### config.mk
export PLATFORM = sky130hd
export DESIGN_NAME = slice_unchop_corrector
export DESIGN_NICKNAME = d
export VERILOG_FILES = /design/src/rtl/cdr_pkg.sv /design/src/rtl/cdr_prbs.sv /design/src/rtl/cdr_datapath.sv /design/src/rtl/cdr_correlator.sv /design/src/rtl/slice_unchop_corrector.sv
export SDC_FILE = /design/constraint.sdc
export NUM_CORES = 2
export LEC_CHECK = 0
export BUFFER_PORTS_ARGS = -buffer_cell sky130_fd_sc_hd__buf_4
export CAP_MARGIN = 20
export CORE_MARGIN = 8
export CORE_UTILIZATION = 25
export CTS_CLUSTER_DIAMETER = 60
export DETAILED_ROUTE_END_ITERATION = 6
export PLACE_DENSITY = 0.42
export SLEW_MARGIN = 0
export SYNTH_ARGS = -nofsm -noshare
export SYNTH_HDL_FRONTEND = slang
export SYNTH_SLANG_ARGS = --single-unit
### constraint.sdc
create_clock -name clk -period 19.6 [get_ports clk]
set_input_delay 1.96 -clock clk [delete_from_list [all_inputs] [get_ports clk]]
set_output_delay 1.96 -clock clk [all_outputs]
set_load 0.01 [all_outputs]
### src/rtl/cdr_pkg.sv
package cdr_pkg;
  localparam int PRBS_W = 15;

  function automatic logic [PRBS_W-1:0] prbs_step(input logic [PRBS_W-1:0] s);
    return {s[PRBS_W-2:0], s[14] ^ s[13]};
  endfunction

  function automatic logic [PRBS_W-1:0] prbs_advance(input logic [PRBS_W-1:0] s, input int n);
    logic [PRBS_W-1:0] r;
    r = s;
    for (int i = 0; i < n; i++) r = prbs_step(r);
    return r;
  endfunction
endpackage

### src/rtl/cdr_prbs.sv
module cdr_prbs
  import cdr_pkg::*;
#(
  parameter logic [PRBS_W-1:0] SEED = 15'h1ACE,
  parameter int LEAD     = 2,
  parameter int OUT_BITS = 1
) (
  input  logic                clk,
  input  logic                rst,
  input  logic                step,
  output logic [OUT_BITS-1:0] align_bits,
  output logic [OUT_BITS-1:0] lead_bits
);
  localparam logic [PRBS_W-1:0] LEAD_SEED = prbs_advance(SEED, LEAD);

  logic [PRBS_W-1:0] align_q, lead_q;

  always_ff @(posedge clk) begin
    if (rst) begin
      align_q <= SEED;
      lead_q  <= LEAD_SEED;
    end else if (step) begin
      align_q <= prbs_step(align_q);
      lead_q  <= prbs_step(lead_q);
    end
  end

  assign align_bits = align_q[OUT_BITS-1:0];
  assign lead_bits  = lead_q[OUT_BITS-1:0];
endmodule

### src/rtl/cdr_datapath.sv
module cdr_datapath #(
  parameter int IN_W   = 16,
  parameter int DITH_W = 10,
  parameter int OFF_W  = 14,
  parameter int GAIN_W = 16,
  parameter int OUT_W  = 16
) (
  input  logic                     clk,
  input  logic                     rst,
  input  logic                     in_valid,
  input  logic signed [IN_W-1:0]   in_sample,
  input  logic                     chop,
  input  logic signed [DITH_W-1:0] dith,
  input  logic signed [OFF_W-1:0]  offset_trim,
  input  logic [GAIN_W-1:0]        gain_trim,
  output logic                     res_valid,
  output logic signed [IN_W+1:0]   res_value,
  output logic signed [DITH_W-1:0] res_dith,
  output logic                     out_valid,
  output logic signed [OUT_W-1:0]  out_sample
);
  localparam int TW   = IN_W + 2;
  localparam int VW   = TW + 1;
  localparam int PW   = VW + GAIN_W + 1;
  localparam int FRAC = GAIN_W - 1;
  localparam logic signed [PW-1:0] HI   = PW'(2 ** (OUT_W - 1) - 1);
  localparam logic signed [PW-1:0] LO   = -HI - PW'(1);
  localparam logic signed [PW-1:0] HALF = PW'(2 ** (FRAC - 1));

  // stage A: dither removal and offset trim
  logic                     va;
  logic                     ca;
  logic signed [TW-1:0]     ta;
  logic signed [DITH_W-1:0] da;
  logic signed [TW-1:0]     t_calc;

  assign t_calc = TW'(in_sample) - TW'(dith) + TW'(offset_trim);

  always_ff @(posedge clk) begin
    if (rst) begin
      va <= 1'b0;
      ca <= 1'b0;
      ta <= '0;
      da <= '0;
    end else begin
      va <= in_valid;
      if (in_valid) begin
        ca <= chop;
        ta <= t_calc;
        da <= dith;
      end
    end
  end

  // stage B: sign restore and gain product
  logic                 vb;
  logic signed [PW-1:0] pb;
  logic signed [VW-1:0] v_un;
  logic signed [PW-1:0] g_ext;

  assign v_un  = ca ? -VW'(ta) : VW'(ta);
  assign g_ext = PW'($signed({1'b0, gain_trim}));

  always_ff @(posedge clk) begin
    if (rst) begin
      vb <= 1'b0;
      pb <= '0;
    end else begin
      vb <= va;
      if (va) pb <= PW'(v_un) * g_ext;
    end
  end

  // stage C: round half up, then clamp
  logic signed [PW-1:0] rnd;
  assign rnd = (pb + HALF) >>> FRAC;

  always_ff @(posedge clk) begin
    if (rst) begin
      out_valid  <= 1'b0;
      out_sample <= '0;
    end else begin
      out_valid <= vb;
      if (vb) begin
        if (rnd > HI)      out_sample <= HI[OUT_W-1:0];
        else if (rnd < LO) out_sample <= LO[OUT_W-1:0];
        else               out_sample <= rnd[OUT_W-1:0];
      end
    end
  end

  assign res_valid = va;
  assign res_value = ta;
  assign res_dith  = da;
endmodule

### src/rtl/cdr_correlator.sv
module cdr_correlator #(
  parameter int TW      = 18,
  parameter int DITH_W  = 10,
  parameter int ACC_LOG = 16
) (
  input  logic                               clk,
  input  logic                               rst,
  input  logic                               res_valid,
  input  logic signed [TW-1:0]               res_value,
  input  logic signed [DITH_W-1:0]           res_dith,
  output logic                               corr_done,
  output logic signed [TW+ACC_LOG-1:0]       corr_offset,
  output logic signed [TW+DITH_W+ACC_LOG-1:0] corr_gain
);
  localparam int OW = TW + ACC_LOG;
  localparam int GW = TW + DITH_W + ACC_LOG;

  logic [ACC_LOG-1:0]   cnt;
  logic signed [OW-1:0] acc_o, sum_o;
  logic signed [GW-1:0] acc_g, sum_g;
  logic signed [TW+DITH_W-1:0] prod;

  assign prod  = (TW + DITH_W)'(res_value) * (TW + DITH_W)'(res_dith);
  assign sum_o = acc_o + OW'(res_value);
  assign sum_g = acc_g + GW'(prod);

  always_ff @(posedge clk) begin
    if (rst) begin
      cnt         <= '0;
      acc_o       <= '0;
      acc_g       <= '0;
      corr_done   <= 1'b0;
      corr_offset <= '0;
      corr_gain   <= '0;
    end else begin
      corr_done <= 1'b0;
      if (res_valid) begin
        cnt <= cnt + 1'b1;
        if (&cnt) begin
          corr_offset <= sum_o;
          corr_gain   <= sum_g;
          corr_done   <= 1'b1;
          acc_o       <= '0;
          acc_g       <= '0;
        end else begin
          acc_o <= sum_o;
          acc_g <= sum_g;
        end
      end
    end
  end
endmodule

### src/rtl/slice_unchop_corrector.sv
module slice_unchop_corrector
  import cdr_pkg::*;
#(
  parameter int IN_W    = 16,
  parameter int DITH_W  = 10,
  parameter int OFF_W   = 14,
  parameter int GAIN_W  = 16,
  parameter int OUT_W   = 16,
  parameter int ACC_LOG = 16,
  parameter int LEAD    = 2,
  parameter logic [PRBS_W-1:0] CHOP_SEED = 15'h1ACE,
  parameter logic [PRBS_W-1:0] DITH_SEED = 15'h4B3D
) (
  input  logic                                 clk,
  input  logic                                 rst,
  input  logic                                 in_valid,
  input  logic signed [IN_W-1:0]               in_sample,
  input  logic signed [OFF_W-1:0]              offset_trim,
  input  logic [GAIN_W-1:0]                    gain_trim,
  output logic                                 inj_chop,
  output logic signed [DITH_W-1:0]             inj_dither,
  output logic                                 out_valid,
  output logic signed [OUT_W-1:0]              out_sample,
  output logic                                 corr_done,
  output logic signed [IN_W+2+ACC_LOG-1:0]     corr_offset,
  output logic signed [IN_W+2+DITH_W+ACC_LOG-1:0] corr_gain
);
  localparam int TW = IN_W + 2;

  logic                     chop_now;
  logic [DITH_W-1:0]        dith_now;
  logic                     res_valid;
  logic signed [TW-1:0]     res_value;
  logic signed [DITH_W-1:0] res_dith;

  cdr_prbs #(.SEED(CHOP_SEED), .LEAD(LEAD), .OUT_BITS(1)) u_chop_gen (
    .clk(clk), .rst(rst), .step(in_valid),
    .align_bits(chop_now), .lead_bits(inj_chop)
  );

  cdr_prbs #(.SEED(DITH_SEED), .LEAD(LEAD), .OUT_BITS(DITH_W)) u_dith_gen (
    .clk(clk), .rst(rst), .step(in_valid),
    .align_bits(dith_now), .lead_bits(inj_dither)
  );

  cdr_datapath #(
    .IN_W(IN_W), .DITH_W(DITH_W), .OFF_W(OFF_W), .GAIN_W(GAIN_W), .OUT_W(OUT_W)
  ) u_path (
    .clk(clk), .rst(rst), .in_valid(in_valid), .in_sample(in_sample),
    .chop(chop_now), .dith($signed(dith_now)),
    .offset_trim(offset_trim), .gain_trim(gain_trim),
    .res_valid(res_valid), .res_value(res_value), .res_dith(res_dith),
    .out_valid(out_valid), .out_sample(out_sample)
  );

  cdr_correlator #(.TW(TW), .DITH_W(DITH_W), .ACC_LOG(ACC_LOG)) u_corr (
    .clk(clk), .rst(rst),
    .res_valid(res_valid), .res_value(res_value), .res_dith(res_dith),
    .corr_done(corr_done), .corr_offset(corr_offset), .corr_gain(corr_gain)
  );
endmodule

== Word-level counts from Yosys, hierarchy flattened ==
Cells that the tools add are included.

* Bits in registers: 317
* Bits in latches: 0
* RAM bits: 0
* Memory bits (read-only): 0
* Output and inout port bits: 107
* Logic and storage cells: 43
* Memories kept: 0

* Add/subtract/negate cells: 7
* Multipliers: 2
* Divide/modulo/power cells: 0
* $lt $le $gt $ge: 2
* Equal/unequal tests: 0
* Shift-type cells: 0
* Muxes and demuxes: 6
* Bitwise logic cells: 5
* Reduce and logical (&&, ||, !) cells: 3

{| class="wikitable"
|+ Operator list
! operator !! count
|-
| adder 44 x 28 -> 44 bit || 1
|-
| two-way mux 44 bit || 1
|-
| adder 36 x 16 -> 36 bit (second input constant) || 1
|-
| multiplier 19 x 17 -> 36 bit || 1
|-
| adder 34 x 18 -> 34 bit || 1
|-
| two-way mux 34 bit || 1
|-
| two-way mux 16 bit || 2
|-
| multiplier 18 x 10 -> 28 bit || 1
|-
| greater-than comparator 21 x 16 -> 1 bit (second input constant) || 1
|-
| less-than comparator 21 x 16 -> 1 bit (second input constant) || 1
|-
| two-way mux 19 bit || 1
|-
| negation 18 -> 19 bit || 1
|-
| adder 17 x 14 -> 18 bit || 1
|-
| AND reduction 17 bit || 1
|-
| subtractor 16 x 10 -> 17 bit || 1
|-
| adder 16 x 1 -> 16 bit (second input constant) || 1
|-
| AND reduction 16 bit || 1
|-
| XOR 1 bit || 4
|-
| OR reduction 2 bit || 1
|-
| two-way mux 1 bit || 1
|-
| inverter 1 bit || 1
|}

== Logic depth before layout (Yosys ltp) ==
* Depth after elaboration: 4
* Mapped depth: 35

== Modules after synthesis ==
Synthesis repeated with hierarchy kept, for this count alone.

* Cells, all modules: 3,989
* Area, all modules: 35,729.3 µm²

{| class="wikitable"
|+ By module, submodules not included
! module !! instances !! cells each !! area an instance (µm²)
|-
| cdr_correlator || 1 || 1,952 || 17,615.6
|-
| cdr_datapath || 1 || 1,819 || 15,761.4
|-
| cdr_prbs at u_dith_gen || 1 || 119 || 1,246.2
|-
| cdr_prbs at u_chop_gen || 1 || 99 || 1,106.1
|}

== Worst setup path before layout ==
OpenSTA, ideal clock, no wires.

* Kind: flip-flop to flip-flop
* Start: register u_path.ta[1], in the netlist u_path.res_value[1]
* End: register u_path.pb[33]
* Arrival: 8.064 ns
* Slack: 11.407 ns
* Stages on the path, launching flop included: 33
* Path buffers: 1
* Path through: dfxtp_1 -> inv_1 -> nand2_1 -> or4_1 -> or2_1 -> or3b_1 -> or4_1 -> o41a_1 -> xor2_1 -> buf_6 -> and2_1 -> fa_1 -> inv_1 -> fa_1 -> fa_1 -> inv_1 -> fa_1 -> fa_1 -> inv_1 -> fa_1 -> inv_1 -> ha_1 -> a21o_1 -> a21o_1 -> a21oi_1 -> o21ai_0 -> a22o_1 -> nor3_1 -> a21oi_1 -> a31o_2 -> a21oi_1 -> xor2_1 -> o21ai_0

* Longest elaborated chain between the ends: 3

{| class="wikitable"
|+ RTL lines
! item !! RTL line !! RTL
|-
| from (decl) || cdr_datapath.sv:33 || <nowiki>logic signed [TW-1:0] ta;</nowiki>
|-
| from (signal assigned) || cdr_datapath.sv:49 || <nowiki>ta <= t_calc;</nowiki>
|-
| negation 18 -> 19 bit || cdr_datapath.sv:61 || <nowiki>assign v_un = ca ? -VW'(ta) : VW'(ta);</nowiki>
|-
| two-way mux 19 bit (*) || cdr_datapath.sv:61 ||
|-
| multiplier 19 x 17 -> 36 bit (*) || cdr_datapath.sv:70 || <nowiki>if (va) pb <= PW'(v_un) * g_ext;</nowiki>
|-
| to (signal assigned) || cdr_datapath.sv:70 ||
|-
| to (decl) || cdr_datapath.sv:57 || <nowiki>logic signed [PW-1:0] pb;</nowiki>
|}

Mark *: on every way between the ends. The rest lies on a longest branch, timed or not.
A chain may end at the register's enable or synchronous reset.

== Final worst setup path ==
Ends and elaborated chain as after synthesis.

==> flow_metrics.tcl <==
set metrics [dict create \
    worstMarginPinSlew_ns 1.089 \
    vias_per_cell 4.408 \
    postRouteAntennaNets 0 \
    grt_pass1_vias 27542 \
    startpoint_type "register" \
    cts_buffer_depth 3 \
    start_util_pct 25.15 \
    synth_flop_cell "dfxtp_1" \
    cap_violations 0 \
    clk_latency_ns 0.60 \
    synth_area_leaders "fa_1 (32%), dfxtp_1 (18%), ha_1 (9.1%)" \
    seqCellArea_sq_mm 0.005986 \
    synth_edf_count 0 \
    num_io_pins 156 \
    crit_slowest_cell "fa_1" \
    layout-drive-gt1-share_pct 7.720 \
    p_comb_share_pct 74.8 \
    overflow 0 \
    switchingPower_mw 3.032 \
    power_density_mw_per_mm2 158.0 \
    tns_ns 0 \
    arrival_ns 9.39 \
    p_seq_share_pct 12.1 \
    postSynthAreaPerCell_sq_um 9.045 \
    wirelength_mm 100.3 \
    clk_pin_slew_worst_paths_ns 0.06 \
    clockRootBuffer "clkbuf_16" \
    final_util_pct 28.53 \
    status "finished clean" \
    ff2ff_setup_slack_ns 10.64 \
    syn_to_final_growth_pct 13.43 \
    numCtsBuffers 43 \
    fmax_ghz 0.1116 \
    die_w_um 384.7 \
    r2r-start "u_path.res_value[1]$_SDFFE_PP0P_" \
    num-fill-cells 14518 \
    grt_pass1_wl_mm 160.3 \
    synth-seq-cells 299 \
    place_ws_ns 10.62 \
    syn-cell-area_sq_mm 0.03399 \
    wire_per_inst_um 17.77 \
    irDropWorstVdd_mv 0.2174 \
    async_reset_ff_share_pct 0 \
    antenna_found_initial 8 \
    multiInputGateArea_sq_mm 0.02461 \
    yosysUniqueCellTypes 71 \
    port_buffers 155 \
    htreeDepth 2 \
    leakage_nw 18.72 \
    setup_violations 0 \
    synthTopCellsByCount "inv_1 (724), fa_1 (548), nand2_1 (366)" \
    finalCritPeriodShare_pct 45.71 \
    whs_ns 0.4579 \
    slew_viol_final 0 \
    syn_nets 4601 \
    worstSetupPathType "reg2reg" \
    hold_start "u_chop_gen.align_q[2]$_SDFFE_PP1P_" \
    crit_required_ns 20.03 \
    hp-class "reg2reg" \
    crit_fanout 16 \
    synth.most_common_cell "inv_1" \
    placed_cell_area_sq_mm 0.03711 \
    grt_setup_unrepaired "false" \
    hold_viol_final 0 \
    hold_buffers 0 \
    cts_resized 0 \
    vias 24879 \
    fin_area_sq_mm 0.03856 \
    post_cts_buffers 0 \
    synth-seq-area-share_pct 17.61 \
    worst_slack_ns 10.64 \
    hpwlAfterDp_mm 78.31 \
    firstDrtPassIters 4 \
    gp_congestion 0.7827 \
    slew_headroom_pct 26.43 \
    final_nets 4671 \
    dieArea_sq_mm 0.1480 \
    synth.largest_area_cell "fa_1" \
    drcViolationCount 0 \
    rows 135 \
    internal_power_mw 3.060 \
    syn_inst 3758 \
    p_clk_share_pct 13.1 \
    min_period_ns 8.959 \
    first_iter_violations 1010 \
    clock_skew_ns 0.03573 \
    yosysTopAreaCellShare_pct 32.27 \
    grt_usage_pct 13.79 \
    cts_tree "built" \
    startpoint "u_path.res_value[1]$_SDFFE_PP0P_" \
    critPathMostFrequentCell "fa_1" \
    core_area_sq_mm 0.1351 \
    cp-end-kind "register" \
    grt_max_degree 81 \
    swShare_pct 49.77 \
    cpPeakStageDelay_ns 0.54 \
    cts.sinks 299 \
    yosysWarnings 0 \
    die_y_um 384.7 \
]
==> critical path: cells and delay by family, from the launching register on <==
family | cells | cell delay [ns]
AND/OR/NAND/NOR | 7 | 2.13
flip-flops | 1 | 0.41
AO/OA/AOI/OAI | 10 | 2.00
XOR/XNOR | 2 | 0.29
adder cells (fa/ha/maj) | 7 | 3.31
buffers and inverters | 6 | 0.66
==> worst paths after layout <==
check / to / cells after the start
worst max-delay path: u_path.pb[33]$_SDFFE_PP0P_ / 32
worst min-delay path: u_chop_gen.align_q[2]$_SDFFE_PP1P_ / 1
worst min register to register: u_chop_gen.align_q[2]$_SDFFE_PP1P_ / 1
worst max register to register: u_path.pb[33]$_SDFFE_PP0P_ / 32
==> stage by stage <==
step | power [mW] | cells
after floorplan | 4.226 | 3758
after global placement | 5.433 | 5562
after detailed placement | 5.409 | 5564
after CTS | 6.264 | 5641
after global routing | 6.941 | 5641
final | 6.092 | 5644
==> logic make-up after synthesis <==
logic type,count (synthesis),synth area share [%]
AND/OR/NAND/NOR,1012,14.23
buffers and inverters,904,10.12
adder cells (fa/ha/maj),800,41.51
AO/OA/AOI/OAI,530,10.85
flip-flops,299,17.61
XOR/XNOR,172,4.472
multiplexers,41,1.211
==> final cells by class <==
| type | instances | area share, % |
|---|---|---|
| diodes | 3 | 0.01947 |
| clock buffers | 53 | 3.070 |
| clock inverters | 24 | 0.6718 |
| inverters | 726 | 7.068 |
| multi-input cells | 2555 | 63.82 |
| flip-flops and latches | 299 | 15.52 |
| well taps | 1781 | 5.780 |
| repair buffers | 203 | 4.047 |
==> power by group through the flow <==
stage                     Sequential, mW  Clock, mW  Combinational, mW
after floorplan                    0.723          0               3.50
after global placement             0.749          0               4.68
after detailed placement           0.749          0               4.66
after CTS                          0.737      0.830               4.70
after global routing               0.745      0.851               5.34
final                              0.736      0.799               4.56
==> layout by cell type (no fill, tap or decap), types with 12 or more instances in the layout <==
master / Yosys / layout
a211o_1: 30 / 30
a211oi_1: 22 / 22
a21o_1: 43 / 43
a21oi_1: 127 / 127
a22o_1: 96 / 96
a22oi_1: 33 / 33
and2_1: 256 / 256
and3_1: 13 / 13
buf_4: 10 / 200
clkbuf_16: 0 / 43
dfxtp_1: 299 / 299
fa_1: 548 / 548
ha_1: 246 / 246
inv_1: 724 / 723
mux2i_1: 40 / 40
nand2_1: 366 / 366
nand2b_1: 27 / 27
nand3_1: 45 / 45
nand4_1: 12 / 12
nor2_1: 210 / 206
nor2b_1: 22 / 22
nor3_1: 19 / 18
nor4_1: 12 / 12
o21a_1: 17 / 17
o21ai_0: 68 / 67
o21bai_1: 15 / 15
o22ai_1: 15 / 15
o31ai_1: 14 / 14
xnor2_1: 107 / 106
xor2_1: 64 / 64
==> routing by layer <==
layer	up-vias	share of wire, %	track usage, %
met5	-	0.034	0
met4	6	2.2	3.099
met3	102	3.8	2.180
met2	335	49	24.19
met1	12534	45	17.81
li1	11902	-	-
==> registers in the layout, indices dropped and copies added (netlist names), 6 cells and up <==
register,count
u_corr.corr_gain,44
u_chop_gen.align_q,15
u_dith_gen.align_q,15
u_corr.cnt,16
u_path.res_dith,6
u_path.out_sample,16
u_dith_gen.lead_q,15
u_path.res_value,18
u_corr.corr_offset,34
u_corr.acc_o,34
u_path.pb,22
u_chop_gen.lead_q,15
u_corr.acc_g,44
Power figures use the tool's default switching activity.
